File: src/rtl/interval_timer.sv
module interval_timer #(
  parameter int DW       = 32,
  parameter int PRESCALE = 4
) (
  input  logic          clk,
  input  logic          rst_n,
  input  logic          bus_sel,
  input  logic          bus_we,
  input  logic [3:0]    bus_addr,
  input  logic [DW-1:0] bus_wdata,
  output logic [DW-1:0] bus_rdata,
  output logic          tmr_out,
  output logic          tmr_event
);
  localparam int PW = (PRESCALE > 1) ? $clog2(PRESCALE) : 1;
  localparam logic [3:0] OFS_CTRL = 4'h0;
  localparam logic [3:0] OFS_PRD  = 4'h4;
  localparam logic [3:0] OFS_CNT  = 4'h8;
  localparam logic [PW-1:0] DIV_LAST = PW'(PRESCALE - 1);

  logic [DW-1:0] period_q, cnt_q;
  logic [PW-1:0] div_q;
  logic out_en_q, inv_q, run_q, clk_mode_q, state_q, event_q;

  logic wr, wr_ctrl, wr_prd, wr_cnt, go, tick, match;
  logic [DW-1:0] cnt_inc;

  assign wr      = bus_sel & bus_we;
  assign wr_ctrl = wr && bus_addr == OFS_CTRL;
  assign wr_prd  = wr && bus_addr == OFS_PRD;
  assign wr_cnt  = wr && bus_addr == OFS_CNT;
  assign go      = wr_ctrl && bus_wdata[6];
  assign tick    = run_q && div_q == DIV_LAST;
  assign cnt_inc = cnt_q + 1'b1;
  assign match   = tick && !wr_cnt && !go && cnt_inc >= period_q;

  always_ff @(posedge clk or negedge rst_n) begin
    if (!rst_n) begin
      out_en_q <= 1'b0; inv_q <= 1'b0; run_q <= 1'b0; clk_mode_q <= 1'b0;
    end else if (wr_ctrl) begin
      out_en_q   <= bus_wdata[0];
      inv_q      <= bus_wdata[2];
      run_q      <= bus_wdata[7];
      clk_mode_q <= bus_wdata[8];
    end
  end

  always_ff @(posedge clk or negedge rst_n) begin
    if (!rst_n)      period_q <= '0;
    else if (wr_prd) period_q <= bus_wdata;
  end

  always_ff @(posedge clk or negedge rst_n) begin
    if (!rst_n)     div_q <= '0;
    else if (go)    div_q <= '0;
    else if (run_q) div_q <= tick ? '0 : div_q + 1'b1;
  end

  always_ff @(posedge clk or negedge rst_n) begin
    if (!rst_n)      cnt_q <= '0;
    else if (go)     cnt_q <= '0;
    else if (wr_cnt) cnt_q <= bus_wdata;
    else if (tick)   cnt_q <= match ? '0 : cnt_inc;
  end

  always_ff @(posedge clk or negedge rst_n) begin
    if (!rst_n)                    state_q <= 1'b0;
    else if (go)                   state_q <= 1'b0;
    else if (match)                state_q <= clk_mode_q ? ~state_q : 1'b1;
    else if (tick && !clk_mode_q)  state_q <= 1'b0;
  end

  always_ff @(posedge clk or negedge rst_n) begin
    if (!rst_n) event_q <= 1'b0;
    else        event_q <= match;
  end

  assign tmr_event = event_q;
  assign tmr_out   = out_en_q & (state_q ^ inv_q);

  always_comb begin
    bus_rdata = '0;
    if (bus_sel && !bus_we) begin
      case (bus_addr)
        OFS_CTRL: begin
          bus_rdata[0] = out_en_q;
          bus_rdata[2] = inv_q;
          bus_rdata[7] = run_q;
          bus_rdata[8] = clk_mode_q;
        end
        OFS_PRD: bus_rdata = period_q;
        OFS_CNT: bus_rdata = cnt_q;
        default: bus_rdata = '0;
      endcase
    end
  end

  AST_EVENT_SINGLE: assert property (@(posedge clk) disable iff (!rst_n)
    tmr_event |=> !tmr_event);
  AST_HOLD_FREEZE: assert property (@(posedge clk) disable iff (!rst_n)
    (!run_q && !wr_cnt && !go) |=> $stable(cnt_q));
  AST_GO_CLEARS: assert property (@(posedge clk) disable iff (!rst_n)
    go |=> (cnt_q == '0 && !tmr_event));
  AST_WRITE_WINS: assert property (@(posedge clk) disable iff (!rst_n)
    (wr_cnt && !go) |=> (cnt_q == $past(bus_wdata) && !tmr_event));
  AST_CLOCK_TOGGLE: assert property (@(posedge clk) disable iff (!rst_n)
    (tmr_event && clk_mode_q && $past(clk_mode_q) && $past(!go)) |-> state_q != $past(state_q));
endmodule

File: config.mk
export PLATFORM = sky130hd
export DESIGN_NAME = interval_timer
export DESIGN_NICKNAME = d
export VERILOG_FILES = /design/src/rtl/interval_timer.sv
export SDC_FILE = /design/constraint.sdc
export NUM_CORES = 1
export LEC_CHECK = 0
export BUFFER_PORTS_ARGS = -buffer_cell sky130_fd_sc_hd__buf_2
export CAP_MARGIN = 20
export CORE_ASPECT_RATIO = 1.1
export CORE_MARGIN = 2
export CORE_UTILIZATION = 52
export DETAILED_ROUTE_END_ITERATION = 8
export PLACE_DENSITY = 0.77
export REMOVE_ABC_BUFFERS = 1
export SLEW_MARGIN = 20
export SYNTH_ARGS = -nofsm -noshare
export SYNTH_HDL_FRONTEND = slang
export SYNTH_SLANG_ARGS = --single-unit
File: constraint.sdc
create_clock -name clk -period 3.5 [get_ports clk]
set_input_delay 0.7 -clock clk [delete_from_list [all_inputs] [get_ports clk]]
set_output_delay 0.7 -clock clk [all_outputs]
set_load 0.05 [all_outputs]
==> run metrics <==
status=finished with violations; failing checks=negative setup slack; I/O pin total=74; most numerous cell in the Yosys netlist=dfrtp_1; first-pass GRT wire length=approximately 21000 µm; CTS tree=done; DR pass1 iterations=6; drt drc=0; FP Rows=37; final hold violation count=0; critical path class=register to register; ratio of cells with drive above 1 in the final layout=between 30% and 40%; Tmin final=around 3.5 ns; initial core utilization=52.8%; via count=4789; maximum clock path buffer count=2; P&R area growth vs syn=28.0%; clock-pin slew on the worst setup and hold paths=approximately 0.080 ns; clock power share=between 10% and 20%; R2R Path Start=cnt_q[5]$_DFFE_PN0P_; largest net degree at the start of global routing=37; #FFs+latches synth=72; Net Sw Frac=41.2%; Die W=a little under 100 µm; worst endpoint required time=~3.7 ns; Main synth FF type=dfrtp_1; WP data arrival=approximately 3.8 ns; TritonCTS Buffers=9; Core ar.=a little over 9000 µm²; synth cell count leaders=dfrtp_1, inv_1, a22oi_1, nand2_1, nor2_1; number of fill cells=just over 700; GP Congestion=between 0.9 and 1; Max Transition Viols Final=0; gate count after technology mapping=547; Worst-Skew Late Latency=around 0.37 ns; Synth cell types=between 40 and 50; top-area cell type share of the netlist area=a little under two fifths; post-route ant nets=0; vias per cell=roughly 6.1; CP endpoint kind=register; Flop pwr share=about 35%; launching element type of the critical path=register; syn_area_per_cell=between 8 and 9 µm²; Leak=~3 nW; post-synth top area cell=dfrtp_1; PD cells=602 nW/µm²; drt wl/cell=18.4 µm; GRT Total Usage=a little over a quarter; Final #Nets=approximately 740; grt ovf=0; Hold Path Class=input pin to async pin; Final setup viols=1; Max Fclk=around 280 MHz; yosys warns=0; Hold Slack=around 0.38 ns; internal power=2.21 mW; CTS Root Cell=clkbuf_8; vias in the first global route=4429; WL final=approximately 15000 µm; die height=between 100 and 150 µm; fin crit share=100%; Worst Tran Pin Value=about 0.82 ns; Worst IR Drop VDD=roughly 0.29 mV; Synth area leaders=dfrtp_1, ha_1, a22oi_1, inv_1, nand2_1; synthesized area=around 5000 µm²; final non-filler cell total=around 790; Post-synth EDFFs=0; diode count=0; combinational share of power=roughly 50%; Top Registers=cnt_q (32), period_q (32), div_q (2); Slew headroom=between 40% and 50%; Sw Pwr=about 1.5 mW; Post-synth ARST share=100%; TNS Setup=-0.0107 ns; Critical path origin=cnt_q[5]$_DFFE_PN0P_; worst clock skew=0.0123 ns; initial antenna violation count=0; input/output buffers=73; sequential share of the synthesized area=a little under two fifths; Placed Cells=around 760; crit path max fanout=6; die area=a little over 10000 µm²; Maximum Capacitance Violations=0; clk sinks=between 70 and 80; initial drt markers=about 400; RSZ-0062 raised after global routing=yes; Max H-tree Level=3; HPWL Detailed=roughly 9600 µm; Final WS setup=-0.0107 ns
==> worst max-delay path, stage by stage (launching register included) <==
cell	delay [ns]
dfrtp_1	0.36
and4_4	0.25
nand3_4	0.12
nor3_2	0.19
buf_4	0.16
nand2_1	0.08
xor2_2	0.18
inv_1	0.11
ha_4	0.28
nand4_1	0.11
nor3_2	0.24
or4b_4	0.53
a31oi_4	0.22
nor2_1	0.11
buf_4	0.18
a41o_1	0.25
==> path summary, 6_finish.rpt <==
kind | to | slack (ns) | depth (start not counted)
worst min-delay path | cnt_q[26]$_DFFE_PN0P_ | 0.38 | 1
worst max register to register | cnt_q[11]$_DFFE_PN0P_ | -0.01 | 15
min in group clk | out_en_q$_DFFE_PN0P_ | 0.55 | 1
worst max-delay path | cnt_q[11]$_DFFE_PN0P_ | -0.01 | 15
max in group asynchronous | period_q[16]$_DFFE_PN0P_ | 2.32 | 2
worst min register to register | out_en_q$_DFFE_PN0P_ | 0.55 | 1
==> repair_timing <==
item | CTS | global route
resized for setup | 3 | 44
buffers inserted | 0 | 10
gates cloned | 0 | 2
setup endpoints to repair | 33 | 34
hold buffers | 0 | 0
pin swaps | 1 | 20
==> cell type report <==
cell class | count | area, µm² | area share, %
multi-input combinational | 387 | 2950 | 47.3
sequential | 72 | 1800 | 28.9
timing repair buffer | 142 | 968 | 15.5
inverter | 56 | 210 | 3.37
clock buffer | 13 | 149 | 2.39
tap | 117 | 146 | 2.35
clock inverter | 1 | 5.00 | 0.0804
==> power groups by stage <==
stage	logic, mW	clock network (mW)	registers (mW)
floorplan	0.938	0	1.31
global placement	1.54	0	1.27
detailed placement	1.59	0	1.28
CTS	1.61	0.584	1.27
global route	2.06	0.609	1.32
finish	1.88	0.579	1.29
==> logic make-up (layout without fill, tap and decap cells) <==
| group | Yosys count | count (layout) | synth area share (%) |
|---|---|---|---|
| compound gates | 157 | 157 | 23.0 |
| xor+xnor | 31 | 31 | 5.58 |
| fa+ha+maj | 34 | 34 | 8.74 |
| buf+inv | 88 | 212 | 7.82 |
| flops | 72 | 72 | 37.0 |
| mux | 8 | 8 | 1.80 |
| simple gates | 157 | 157 | 16.0 |
==> routing by layer <==
| metal | up-vias | GRT usage (%) | part of all wire (%) |
|---|---|---|---|
| met5 | - | 0 | 0 |
| met4 | 0 | 8.88 | 2.6 |
| met3 | 45 | 4.79 | 7.1 |
| met2 | 245 | 44.9 | 51 |
| met1 | 2321 | 34.7 | 39 |
| li1 | 2178 | - | - |
==> metrics by stage <==
| step | setup WS [ns] | total power [mW] | util, % | cell area (µm²) |
|---|---|---|---|---|
| 6_report | -0.0107 | 3.75 | 67.6 | 6230 |
| 5_1_grt | -0.188 | 3.99 | 67.6 | 6230 |
| 4_1_cts | 0.0441 | 3.46 | 63.4 | 5840 |
| 3_5_place_dp | -0.0882 | 2.87 | 61.6 | 5680 |
| 3_3_place_gp | -0.0854 | 2.81 | 61.6 | 5680 |
| 2_1_floorplan | -1.59 | 2.25 | - | 4690 |
==> placed cells by master, fill, tap and decap left out, types with 7 or more instances in the layout <==
master	n
xnor2_1	8
ha_1	27
o21ai_1	9
buf_2	73
a21oi_1	13
o21ai_2	20
clkbuf_8	10
dfrtp_1	72
xor2_1	16
a22o_1	7
nand3_1	12
nand2_1	51
nor2_1	47
buf_4	63
o21ai_0	31
a41o_1	7
a22oi_1	53
nand4_1	10
inv_1	55
(Power assumes the default switching activity.)
